==> src/rtl/maint_pkg.sv <==
package maint_pkg;

  typedef enum logic [2:0] {
    CMD_DES   = 3'd0,
    CMD_ACT   = 3'd1,
    CMD_PRE   = 3'd2,
    CMD_REF   = 3'd3,
    CMD_MRS   = 3'd4,
    CMD_RD    = 3'd5,
    CMD_WR    = 3'd6,
    CMD_SPARE = 3'd7
  } cmdCode_e;

  // Strobes from control to datapath: commands actually accepted.
  typedef struct packed {
    logic refGo;
    logic mrsGo;
    logic bankTouch;
  } ctrlStrobe_t;

  // Status from datapath to control.
  typedef struct packed {
    logic refiDue;
    logic rpMet;
    logic rfcBusy;
    logic mrdBusy;
    logic modBusy;
  } dpStatus_t;

endpackage

==> src/rtl/maint_window_timer.sv <==
// Blocking window: after a load at edge n, busy stays high until edge n+LEN-1.
module maint_window_timer #(
  parameter int unsigned LEN = 4
) (
  input  logic clk,
  input  logic rstN,
  input  logic load,
  output logic busy
);
  localparam int unsigned CW = (LEN > 1) ? $clog2(LEN) : 1;

  generate
    if (LEN > 1) begin : g_cnt
      logic [CW-1:0] remain;
      always_ff @(posedge clk) begin
        if (!rstN)               remain <= '0;
        else if (load)           remain <= CW'(LEN - 1);
        else if (remain != '0)   remain <= remain - 1'b1;
      end
      assign busy = (remain != '0);
    end else begin : g_none
      logic unusedIn;
      assign unusedIn = ^{clk, rstN, load};
      assign busy = 1'b0;
    end
  endgenerate
endmodule

==> src/rtl/maint_datapath.sv <==
module maint_datapath
  import maint_pkg::*;
#(
  parameter int unsigned REFI_CYC = 200,
  parameter int unsigned RP_CYC   = 4,
  parameter int unsigned RFC_CYC  = 10,
  parameter int unsigned MRD_CYC  = 4,
  parameter int unsigned MOD_CYC  = 6
) (
  input  logic        clk,
  input  logic        rstN,
  input  logic        allBanksIdle,
  input  ctrlStrobe_t strobe,
  output dpStatus_t   status
);
  localparam int unsigned RW = $clog2(REFI_CYC + 1);
  localparam int unsigned IW = (RP_CYC > 0) ? $clog2(RP_CYC + 1) : 1;
  localparam int unsigned NWIN = 3;
  localparam int unsigned WIN_LEN [NWIN] = '{RFC_CYC, MRD_CYC, MOD_CYC};

  logic [RW-1:0] refiCnt;
  logic [IW-1:0] idleCnt;
  logic [NWIN-1:0] winLoad;
  logic [NWIN-1:0] winBusy;

  // Interval counter: saturates at the limit, reloads on an accepted refresh.
  always_ff @(posedge clk) begin
    if (!rstN)                          refiCnt <= '0;
    else if (strobe.refGo)              refiCnt <= '0;
    else if (refiCnt != RW'(REFI_CYC))  refiCnt <= refiCnt + 1'b1;
  end

  // Idle counter: restarts on bank activity or when banks are not idle.
  always_ff @(posedge clk) begin
    if (!rstN)                                idleCnt <= '0;
    else if (!allBanksIdle || strobe.bankTouch) idleCnt <= '0;
    else if (idleCnt != IW'(RP_CYC))          idleCnt <= idleCnt + 1'b1;
  end

  assign winLoad = {strobe.mrsGo, strobe.mrsGo, strobe.refGo};

  generate
    for (genvar w = 0; w < NWIN; w++) begin : g_win
      maint_window_timer #(.LEN(WIN_LEN[w])) i_win (
        .clk  (clk),
        .rstN (rstN),
        .load (winLoad[w]),
        .busy (winBusy[w])
      );
    end
  endgenerate

  assign status.refiDue = (refiCnt == RW'(REFI_CYC));
  assign status.rpMet   = (idleCnt == IW'(RP_CYC));
  assign status.rfcBusy = winBusy[0];
  assign status.mrdBusy = winBusy[1];
  assign status.modBusy = winBusy[2];
endmodule

==> src/rtl/maint_ctrl.sv <==
module maint_ctrl
  import maint_pkg::*;
(
  input  logic        clk,
  input  logic        rstN,
  input  logic        cmdValid,
  input  logic [2:0]  cmdType,
  input  dpStatus_t   status,
  output ctrlStrobe_t strobe,
  output logic        allowRef,
  output logic        allowMrs,
  output logic        allowOther,
  output logic        violation
);
  logic legal;
  logic go;

  assign allowOther = !status.rfcBusy && !status.modBusy;
  assign allowMrs   = !status.rfcBusy && !status.mrdBusy;
  assign allowRef   = allowOther && status.rpMet;

  always_comb begin
    case (cmdCode_e'(cmdType))
      CMD_DES: legal = 1'b1;
      CMD_REF: legal = allowRef;
      CMD_MRS: legal = allowMrs;
      default: legal = allowOther;
    endcase
  end

  assign go               = cmdValid && legal;
  assign strobe.refGo     = go && (cmdType == CMD_REF);
  assign strobe.mrsGo     = go && (cmdType == CMD_MRS);
  assign strobe.bankTouch = go && ((cmdType == CMD_ACT) || (cmdType == CMD_PRE));

  always_ff @(posedge clk) begin
    if (!rstN) violation <= 1'b0;
    else       violation <= cmdValid && !legal;
  end
endmodule

==> src/rtl/dram_maint_timer.sv <==
module dram_maint_timer
  import maint_pkg::*;
#(
  parameter int unsigned REFI_CYC = 200,
  parameter int unsigned RP_CYC   = 4,
  parameter int unsigned RFC_CYC  = 10,
  parameter int unsigned MRD_CYC  = 4,
  parameter int unsigned MOD_CYC  = 6
) (
  input  logic       clk,
  input  logic       rstN,
  input  logic       cmdValid,
  input  logic [2:0] cmdType,
  input  logic       allBanksIdle,
  output logic       refreshReq,
  output logic       allowRef,
  output logic       allowMrs,
  output logic       allowOther,
  output logic       violation
);
  ctrlStrobe_t strobe;
  dpStatus_t   status;

  maint_ctrl i_ctrl (
    .clk        (clk),
    .rstN       (rstN),
    .cmdValid   (cmdValid),
    .cmdType    (cmdType),
    .status     (status),
    .strobe     (strobe),
    .allowRef   (allowRef),
    .allowMrs   (allowMrs),
    .allowOther (allowOther),
    .violation  (violation)
  );

  maint_datapath #(
    .REFI_CYC (REFI_CYC),
    .RP_CYC   (RP_CYC),
    .RFC_CYC  (RFC_CYC),
    .MRD_CYC  (MRD_CYC),
    .MOD_CYC  (MOD_CYC)
  ) i_dp (
    .clk          (clk),
    .rstN         (rstN),
    .allBanksIdle (allBanksIdle),
    .strobe       (strobe),
    .status       (status)
  );

  assign refreshReq = status.refiDue;
endmodule

==> config.mk <==
export PLATFORM = sky130hd
export DESIGN_NAME = dram_maint_timer
export DESIGN_NICKNAME = d
export VERILOG_FILES = /design/src/rtl/maint_pkg.sv /design/src/rtl/maint_window_timer.sv /design/src/rtl/maint_datapath.sv /design/src/rtl/maint_ctrl.sv /design/src/rtl/dram_maint_timer.sv
export SDC_FILE = /design/constraint.sdc
export NUM_CORES = 1
export LEC_CHECK = 0
export BUFFER_PORTS_ARGS = -buffer_cell sky130_fd_sc_hd__buf_4
export CAP_MARGIN = 5
export CORE_MARGIN = 2
export CORE_UTILIZATION = 35
export CTS_CLUSTER_DIAMETER = 60
export DETAILED_ROUTE_END_ITERATION = 10
export GPL_TIMING_DRIVEN = 0
export SLEW_MARGIN = 5
export SYNTH_ARGS = -nofsm -noshare
export SYNTH_HDL_FRONTEND = slang
export SYNTH_SLANG_ARGS = --single-unit
==> constraint.sdc <==
create_clock -name clk -period 5 [get_ports clk]
set_input_delay 0.5 -clock clk [delete_from_list [all_inputs] [get_ports clk]]
set_output_delay 0.5 -clock clk [all_outputs]
set_load 0.01 [all_outputs]
==> qor.yml, run 1 <==
outcome: "completed"
drive_gt1_share_pct: 12.67
power_frac_comb_pct: 45.3
htree_levels: 1
maxSlewViolCount: 0
async_flop_share_pct: 0
synth.net_count: 152
syn_inst: 135
worst_slew_pin_slew_ns: 0.5405
critPathSlowestCell: "dfxtp_1"
p_leak_uw: 0.0005390
drc: 0
track_usage_pct: 11.40
setup_viol: 0
switching_share_pct: 37.39
antenna_cells: 0
fill_cells: 328
clockPowerShare_pct: 14.7
clock_latency_ns: 0.31
row_count: 21
slew_headroom_pct: 63.84
cts_made_buffers: 3
worst_setup_path_start_kind: "flip-flop"
power.internal_uw: 353.7
r2r_setup_slack_ns: 2.99
power.density_mw_per_mm2: 418.1
synthFlopType: "dfxtp_1"
yosysMostFrequentCell: "dfxtp_1"
syn_to_final_growth_pct: 14.17
post_cts_buffers: 0
drtIter0Drc: 42
via_per_inst: 4.878
timing.fmax_ghz: 0.4318
final_nets: 168
boundaryPins: 12
core_area_mm2: 0.003284
seq_area_frac_synth_pct: 35.52
dp.cells: 192
post_cts_resized: 0
syn-cell-area_mm2: 0.001184
die_h_um: 62.16
max_stage_delay_ns: 0.34
cp_common_cell: "ha_1"
antenna_found_initial: 0
synthDistinctLibCells: 34
cp_cell_sequence: "inv_1, ha_1, ha_1, clkbuf_1, nand4bb_1, nor2_1, buf_4"
required_ns: 4.50
setup_tns_ns: 0
fp.dieW_um: 62.16
grt_pass1_wl_um: 3650
cts_hold_buf: 0
initial_core_util_pct: 36.04
hold_depth: 3
critPathMaxFanout: 7
rsz0062_at_grt: "false"
design.die.area_mm2: 0.003863
grt_max_degree: 13
hold_viol: 0
firstDrtPassIters: 4
synth_top_area_cell: "dfxtp_1"
p_seq_share_pct: 40.0
max_cap_violations: 0
clk_pin_slew_worst_paths_ns: 0.12
rr_worst_depth: 6
cts_tree: "done"
portBuffers: 11
cts_root_buf: "clkbuf_4"
p_switching_uw: 211.3
cp-end-kind: "output pin"
wl_um: 2091
synth_edf_count: 0
cts_num_sinks: 21
peakVddDrop_v: 0.0001025
grt_overflow: 0
synthTopCellsByArea: "dfxtp_1, ha_1, inv_1"
synth.top_cell.area_share_pct: 35.52
cp_data_arrival_time_ns: 1.82
yosysWarnings: 0
final_cells: 196
wire_per_inst_um: 10.67
postRouteAntennaNets: 0
finalWeightedCongestion: 0.7481
path_class: "flip-flop to output pin"
fin_crit_ns: 2.316
ctsLongestPathBuffers: 2
dp_hpwl_um: 1647
min_period_over_period_pct: 46.32
fin_skew_ns: 0.01104
hp-class: "input port to flip-flop"
fin_util_pct: 41.14
num_vias: 956
yosys-top-cells-count: "dfxtp_1, inv_1, ha_1"
avgSynthCellArea_um2: 8.768
synth-seq-cells: 21
first_global_vias: 863
worst max-delay path, delay by kind of cell (launching register included):
kind	cells	cell delay (ns)
adder cells (fa/ha/maj)	2	0.31
buffers and inverters	3	0.47
flip-flops	1	0.34
AND/OR/NAND/NOR	2	0.39
sequential cells by signal, summed over array words and instances (netlist names):
signal,flops
i_dp.refiCnt,8
i_dp.idleCnt,3
i_ctrl.violation,1
i_dp.g_win.i_win.g_cnt.remain,9
path summary, 6_finish.rpt:
kind | startpoint | to
worst max register to register | i_dp.g_win[0].i_win.g_cnt.remain[1] | i_dp.refiCnt[0]
worst min register to register | i_dp.idleCnt[1] | i_dp.idleCnt[1]
worst min-delay path | cmdType[0] | i_ctrl.violation
worst max-delay path | i_dp.g_win[2].i_win.g_cnt.remain[0] | allowRef
cells by family (layout without fill, tap and decap cells):
| logic type | count (synthesis) | count (layout) | synth area share (%) |
|---|---|---|---|
| flops | 21 | 21 | 35.52 |
| compound gates | 25 | 25 | 15.54 |
| buf+inv | 19 | 34 | 6.131 |
| fa+ha+maj | 10 | 10 | 10.57 |
| mux | 3 | 3 | 2.748 |
| xor+xnor | 8 | 8 | 5.919 |
| simple gates | 49 | 49 | 23.57 |
placed cells by master (no fill, tap or decap), types with 2 or more instances in the layout:
cell | netlist | layout
a211oi_1 | 3 | 3
a21boi_0 | 5 | 5
a21oi_1 | 5 | 5
buf_4 | 0 | 11
clkbuf_1 | 2 | 2
clkbuf_4 | 0 | 3
dfxtp_1 | 21 | 21
ha_1 | 10 | 10
inv_1 | 16 | 16
mux2_2 | 2 | 2
nand2_1 | 5 | 5
nand2b_1 | 4 | 4
nand3_1 | 7 | 7
nand3b_1 | 2 | 2
nand4_1 | 2 | 2
nand4bb_1 | 2 | 2
nor2_1 | 9 | 9
nor3_1 | 6 | 6
nor3b_1 | 2 | 2
nor4_1 | 2 | 2
o21a_1 | 2 | 2
o21ai_0 | 6 | 6
or3_1 | 3 | 3
xnor2_1 | 4 | 4
xor2_1 | 4 | 4
power by group through the flow:
stage               clock network (uW)  registers [uW]  logic [uW]
finish                            82.8             226         256
global route                      95.3             231         294
CTS                               87.1             226         258
detailed placement                   0             229         257
global placement                     0             228         248
floorplan                            0             224         195
layer usage:
| layer | GRT usage [%] | routed length, um |
|---|---|---|
| met1 | 13.88 | 1016 |
| met2 | 19.29 | 945 |
| met3 | 3.080 | 110 |
| met4 | 4.167 | 19 |
| met5 | 0 | 0 |
area by class of cell:
type	count	area (um^2)	area share (%)
multi-input combinational	95	690.7	51.11
clock inverter	1	5.005	0.3704
timing repair buffer	11	82.58	6.111
buffer	3	12.51	0.9259
clock buffer	3	22.52	1.667
tap	46	57.56	4.259
sequential	21	420.4	31.11
inverter	16	60.06	4.444
through the flow:
| step | area [um^2] | hold WS [ns] | worst slack (ns) | power [uW] |
|---|---|---|---|---|
| 3_5_place_dp | 1324 | 0.4923 | 2.977 | 486.1 |
| 5_1_grt | 1351 | 0.4837 | 2.516 | 620.6 |
| 3_3_place_gp | 1324 | 0.4725 | 3.006 | 475.9 |
| 4_1_cts | 1351 | 0.4802 | 2.677 | 570.6 |
| 6_report | 1351 | 0.4902 | 2.684 | 565.0 |
| 2_1_floorplan | 1184 | 0.4601 | 3.182 | 418.9 |
Note: power is estimated with default switching activity, not from simulation.
==> run 2, diff against run 1 <==
- ABC_AREA: default -> 1
- clock period: 5 -> 1.9 ns (I/O delays scaled with it)
==> run 2 against run 1 <==
Net effect: count of clock-buffer cells in the layout unchanged; setup slack got worse by 2.5 ns; clock skew decreased by 0.0085 ns; register-to-register slack got worse by 2.8 ns; total power increased to 2.6 times the previous value; non-clock buffer count decreased by 3; synthesized cell count increased by 10%; design area decreased by 2.5%; routed wire length decreased by 7.7%.
==> qor.yml, run 2 <==
power.density_mw_per_mm2: 1127  # was 418.1 mW/mm^2
grt_max_degree: 13  # unchanged
drive_gt1_share_pct: 15.85  # was 12.67%
core_area_mm2: 0.003103  # was 0.003284 mm^2
final_cells: 208  # was 196
initial_core_util_pct: 37.14  # was 36.04%
largest_register: "i_dp.g_win.i_win.g_cnt.remain"  # unchanged
first_global_vias: 943  # was 863
rr_worst_depth: 8  # was 6
synth_edf_count: 0  # unchanged
track_usage_pct: 12.55  # was 11.40%
yosys-top-cells-count: "inv_1, nand2_1, dfxtp_1"  # was dfxtp_1, inv_1, ha_1
synthDistinctLibCells: 21  # was 34
outcome: "completed"  # unchanged
maxSlewViolCount: 0  # unchanged
hp-class: "input port to flip-flop"  # unchanged
cts_hold_buf: 0  # unchanged
drc: 0  # unchanged
multi_input_area_um2: 626.9  # was 690.7 um^2
clock_latency_ns: 0.30  # was 0.31 ns
dp.cells: 204  # was 192
regArea_um2: 420.4  # unchanged
fin_crit_ns: 1.754
grt_overflow: 0  # unchanged
required_ns: 1.71  # was 4.50 ns
row_count: 20  # was 21
final_common_cell: "inv_1"  # was dfxtp_1
setup_tns_ns: 0  # unchanged
min_period_over_period_pct: 92.34
drtIter0Drc: 14  # was 42
path_class: "flip-flop to output pin"  # unchanged
design.die.area_mm2: 0.003768  # was 0.003863 mm^2
grt_pass1_wl_um: 3601  # was 3650 um
syn_to_final_growth_pct: 14.33  # was 14.17%
fin_util_pct: 42.46  # was 41.14%
synth-seq-cells: 21  # unchanged
setup_viol: 0  # unchanged
wire_per_inst_um: 9.284  # was 10.67 um
seq_area_frac_synth_pct: 36.48  # was 35.52%
r2r_setup_slack_ns: 0.24  # was 2.99 ns
final_nets: 182  # was 168
async_flop_share_pct: 0  # unchanged
die_h_um: 61.38  # was 62.16 um
cp_data_arrival_time_ns: 1.56  # was 1.82 ns
mostFrequentLayoutCells: "inv_1, nand2_1, dfxtp_1, nor2_1"  # was dfxtp_1, inv_1, buf_4, ha_1, nor2_1
antenna_cells: 0  # unchanged
worst_slew_pin_slew_ns: 0.2628  # was 0.5405 ns
post_cts_buffers: 0  # unchanged
antenna_found_initial: 0  # unchanged
via_per_inst: 4.462  # was 4.878
yosysWarnings: 0  # unchanged
critPathMaxFanout: 6  # was 7
ctsLongestPathBuffers: 2  # unchanged
num_vias: 928  # was 956
synth.top_cell.area_share_pct: 36.48  # was 35.52%
syn_inst: 149  # was 135
syn-cell-area_mm2: 0.001152  # was 0.001184 mm^2
cp-end-kind: "output pin"  # unchanged
finalWeightedCongestion: 0.7575  # was 0.7481
fin_skew_ns: 0.002578  # was 0.01104 ns
synth.net_count: 166  # was 152
p_leak_uw: 0.0006009  # was 0.0005390 uW
rr_endpoint: "i_dp.refiCnt[5]"  # was i_dp.refiCnt[0]
hold_viol: 0  # unchanged
post_cts_resized: 0  # unchanged
cts_num_sinks: 21  # unchanged
wl_um: 1931  # was 2091 um
peakVddDrop_v: 0.0004698  # was 0.0001025 V
slew_headroom_pct: 82.48  # was 63.84%
boundaryPins: 12  # unchanged
worst_setup_path_start_kind: "flip-flop"  # unchanged
finalPower_uw: 1485  # was 565.0 uW
reg_top3: "i_dp.g_win.i_win.g_cnt.remain (9), i_dp.refiCnt (8), i_dp.idleCnt (3)"  # unchanged
portBuffers: 11  # unchanged
avgSynthCellArea_um2: 7.734  # was 8.768 um^2
cts_tree: "done"  # unchanged
synth_top_area_cell: "dfxtp_1"  # unchanged
fill_cells: 316  # was 328
cts_made_buffers: 3  # unchanged
postRouteAntennaNets: 0  # unchanged
clk_pin_slew_worst_paths_ns: 0.12  # about the same
max_cap_violations: 0  # unchanged
r2r-start: "i_dp.g_win[2].i_win.g_cnt.remain[0]"  # was i_dp.g_win[0].i_win.g_cnt.remain[1]
htree_levels: 1  # unchanged
cts_root_buf: "clkbuf_4"  # unchanged
synthFlopType: "dfxtp_1"  # unchanged
place_ws_ns: 0.2302  # was 2.977 ns
endpoint: "allowRef"  # unchanged
fp.dieW_um: 61.38  # was 62.16 um
dp_hpwl_um: 1565  # was 1647 um
largest_reg_flops: 9  # unchanged
firstDrtPassIters: 4  # unchanged
rsz0062_at_grt: "false"  # unchanged
synthTopCellsByArea: "dfxtp_1, ha_1, inv_1"  # unchanged
setup.worst_path.start: "i_dp.g_win[2].i_win.g_cnt.remain[0]"  # unchanged
timing.fmax_ghz: 0.5700
yosysMostFrequentCell: "inv_1"  # was dfxtp_1
setup_slack_ns: 0.1456  # was 2.684 ns
==> run 2: routing by layer <==
metal  share of wire (%)  global-route usage (%)
met1                  47                   14.80
met4                0.52                   5.471
met5                   0                       0
met3                 2.4                   1.891
met2                  50                   22.49
==> run 2: worst min path at each step <==
stage               startpoint                                   to  depth (start not counted)
floorplan             cmdValid                     i_ctrl.violation                          2
global placement          rstN  i_dp.g_win[2].i_win.g_cnt.remain[1]                          3
detailed placement        rstN  i_dp.g_win[2].i_win.g_cnt.remain[1]                          3
CTS                       rstN  i_dp.g_win[2].i_win.g_cnt.remain[1]                          3
global route          cmdValid                     i_ctrl.violation                          3
finish                    rstN  i_dp.g_win[2].i_win.g_cnt.remain[1]                          3
==> run 2: final cells by class <==
class | instances | area share, %
Clock buffer | 3 | 1.709
Timing Repair Buffer | 11 | 6.268
Sequential cell | 21 | 31.91
Multi-Input combinational cell | 100 | 47.58
Tap cell | 44 | 4.179
Clock inverter | 1 | 0.3799
Inverter | 28 | 7.977
==> run 2: critical path, cell delays in order, from the launching register on <==
cell and delay (ns):
dfxtp_1 0.34, inv_1 0.06, ha_1 0.16, ha_1 0.31, nand3_4 0.14, nor2_4 0.13
buf_4 0.13
==> run 2: power by group <==
group          internal [uW]  switching, uW
Combinational            300            380
Clock                   78.5            139
Sequential               531           57.1
Total                    910            576
==> run 2: kinds of logic after synthesis <==
kind of cell	after synthesis	share of synthesized area, %
xor gates and xnor gates	7	5.320
and+or+nand+nor	67	30.73
DFF	21	36.48
buffers and inverters	28	9.120
adders and majority gates	10	10.86
AOI/OAI and AO/OA	15	6.514
muxes	1	0.9771
==> run 2: through the flow <==
stage                     area, um^2  hold WS, ns
final                           1318       0.1382
after CTS                       1318       0.1305
after global placement          1290       0.4576
after detailed placement        1290       0.4578
after global routing            1318       0.1313
after floorplan                 1152       0.3092
==> run 3, diff against run 2 <==
- CORE_ASPECT_RATIO: default -> 1.5
- CORE_MARGIN: 2 -> default
- clock period: 1.9 -> 1.95 ns (I/O delays scaled with it)
==> run 3 against run 2 <==
Net effect: worst hold slack improved by 0.052 ns; combinational power decreased by 1%; first-iteration DRC count increased by 79%; design area increased by 1.0%; die area decreased by 6.3%; clock skew decreased by 0.0016 ns; largest cell class unchanged; largest power group unchanged.
==> qor.yml, run 3 (synthesis gave the netlist of run 2 again) <==
cp_cell_sequence: "inv_1, ha_1, ha_1, nand3_4, nor2_4, buf_4"  # unchanged
cp_common_cell: "ha_1"  # unchanged
antenna_found_initial: 0  # unchanged
clock_latency_ns: 0.26  # was 0.30 ns
maxSlewViolCount: 0  # unchanged
fin_skew_ns: 0.0009944  # was 0.002578 ns
path_class: "flip-flop to output pin"  # unchanged
initial_core_util_pct: 36.48  # was 37.14%
peakVddDrop_v: 0.0005277  # was 0.0004698 V
drc: 0  # unchanged
grt_overflow: 0  # unchanged
post_cts_resized: 0  # unchanged
wl_um: 2010  # was 1931 um
final_nets: 182  # unchanged
setup_tns_ns: 0  # unchanged
mostFrequentLayoutCells: "inv_1, nand2_1, dfxtp_1, nor2_1"  # unchanged
hold_end: "i_dp.g_win[2].i_win.g_cnt.remain[1]"  # unchanged
largest_register: "i_dp.g_win.i_win.g_cnt.remain"  # unchanged
cts_hold_buf: 0  # unchanged
p_leak_uw: 0.0006086  # was 0.0006009 uW
placed_area_mm2: 0.001285  # was 0.001290 mm^2
timing.fmax_ghz: 0.5859
rr_endpoint: "i_dp.refiCnt[2]"  # was i_dp.refiCnt[5]
cts_made_buffers: 3  # unchanged
critPathMaxFanout: 6  # unchanged
firstDrtPassIters: 3  # was 4
drtIter0Drc: 25  # was 14
cts_num_sinks: 21  # unchanged
cts_tree: "done"  # unchanged
final_common_cell: "inv_1"  # unchanged
slew_headroom_pct: 82.22  # was 82.48%
via_per_inst: 4.657  # was 4.462
track_usage_pct: 12.87  # was 12.55%
largest_reg_flops: 9  # unchanged
max_stage_delay_ns: 0.32  # was 0.34 ns
worst_setup_path_start_kind: "flip-flop"  # unchanged
setup_viol: 0  # unchanged
r2r_setup_slack_ns: 0.28  # was 0.24 ns
drive_gt1_share_pct: 15.85  # unchanged
reg_top3: "i_dp.g_win.i_win.g_cnt.remain (9), i_dp.refiCnt (8), i_dp.idleCnt (3)"  # unchanged
antenna_cells: 0  # unchanged
rr_worst_depth: 8  # unchanged
htree_levels: 1  # unchanged
core_area_mm2: 0.003159  # was 0.003103 mm^2
wire_per_inst_um: 9.853  # was 9.284 um
outcome: "completed"  # unchanged
grt_pass1_wl_um: 3401  # was 3601 um
fp.dieW_um: 48.85  # was 61.38 um
path_buf_inv: 2  # unchanged
boundaryPins: 12  # unchanged
postLayoutCellArea_mm2: 0.001331  # was 0.001318 mm^2
required_ns: 1.75  # was 1.71 ns
cts_root_buf: "clkbuf_8"  # was clkbuf_4
r2r-start: "i_dp.g_win[2].i_win.g_cnt.remain[0]"  # unchanged
power.density_mw_per_mm2: 1149  # was 1127 mW/mm^2
portBuffers: 11  # unchanged
min_period_over_period_pct: 87.52
row_count: 25  # was 20
dp_hpwl_um: 1632  # was 1565 um
hold_depth: 3  # unchanged
worst_slew_pin_slew_ns: 0.2668  # was 0.2628 ns
grt_max_degree: 13  # unchanged
postRouteAntennaNets: 0  # unchanged
clk_pin_slew_worst_paths_ns: 0.07  # was 0.12 ns
syn_to_final_growth_pct: 15.53  # was 14.33%
cp-end-kind: "output pin"  # unchanged
die_h_um: 72.28  # was 61.38 um
ctsLongestPathBuffers: 2  # unchanged
hp-class: "input port to flip-flop"  # unchanged
hp-start: "rstN"  # unchanged
fin_crit_ns: 1.707
post_cts_buffers: 0  # unchanged
critPathTopFamily: "adder cells"  # unchanged
hold_viol: 0  # unchanged
finalWeightedCongestion: 0.7507  # was 0.7575
design.die.area_mm2: 0.003531  # was 0.003768 mm^2
num_vias: 950  # was 928
max_cap_violations: 0  # unchanged
critPathSlowestCell: "dfxtp_1"  # unchanged
first_global_vias: 916  # was 943
rsz0062_at_grt: "false"  # unchanged
cp_data_arrival_time_ns: 1.51  # was 1.56 ns
## run 3: stage by stage
stage / std cells / util, % / total power, uW / worst slack [ns] / hold slack [ns]
2_1_floorplan: 149 / - / 1090 / 0.4713 / 0.3142
3_3_place_gp: 200 / 40.67 / 1213 / 0.3062 / 0.4619
3_5_place_dp: 200 / 40.67 / 1256 / 0.2586 / 0.4608
4_1_cts: 204 / 42.14 / 1552 / 0.2079 / 0.1809
5_1_grt: 204 / 42.14 / 1654 / 0.1064 / 0.2183
6_report: 204 / 42.14 / 1530 / 0.2434 / 0.1898
## run 3: report_power, final
group	internal [uW]	leakage (uW)	switching, uW
clock	142	0.0000255	143
sequential	518	0.000172	55.5
combinational	294	0.000411	377
total	954	0.000609	576
## run 3: worst max-delay path by stage
stage	from	end	slack, ns	cells after the start
floorplan	i_dp.g_win[2].i_win.g_cnt.remain[0]	i_dp.refiCnt[5]	0.47	8
global placement	i_dp.g_win[2].i_win.g_cnt.remain[0]	i_dp.refiCnt[5]	0.31	8
detailed placement	i_dp.g_win[2].i_win.g_cnt.remain[0]	i_dp.refiCnt[5]	0.26	8
CTS	i_dp.g_win[2].i_win.g_cnt.remain[0]	allowRef	0.21	6
global route	i_dp.g_win[2].i_win.g_cnt.remain[0]	i_dp.refiCnt[2]	0.11	8
finish	i_dp.g_win[2].i_win.g_cnt.remain[0]	allowRef	0.24	6
## run 3: metal layers
| layer | GRT usage [%] | vias up | wire (um) | share of wire, % |
|---|---|---|---|---|
| met3 | 2.516 | 5 | 57 | 2.8 |
| met4 | 8.824 | 0 | 54 | 2.7 |
| met1 | 11.15 | 435 | 775 | 39 |
| li1 | - | 496 | - | - |
| met2 | 25.77 | 14 | 1122 | 56 |
| met5 | 0 | - | 0 | 0 |
## run 3: area by class of cell
cell class / count / area [um^2]
Sequential cell: 21 / 420.4
Inverter: 28 / 105.1
Timing Repair Buffer: 11 / 82.58
Tap cell: 40 / 50.05
Fill cell: 326 / 1828
Clock buffer: 3 / 41.29
Clock inverter: 1 / 5.005
Multi-Input combinational cell: 100 / 626.9
## run 3: worst min-delay path, delay by kind of cell
family                 cells  cell delay [ns]
AND/OR/NAND/NOR            1             0.07
buffers and inverters      2             0.16
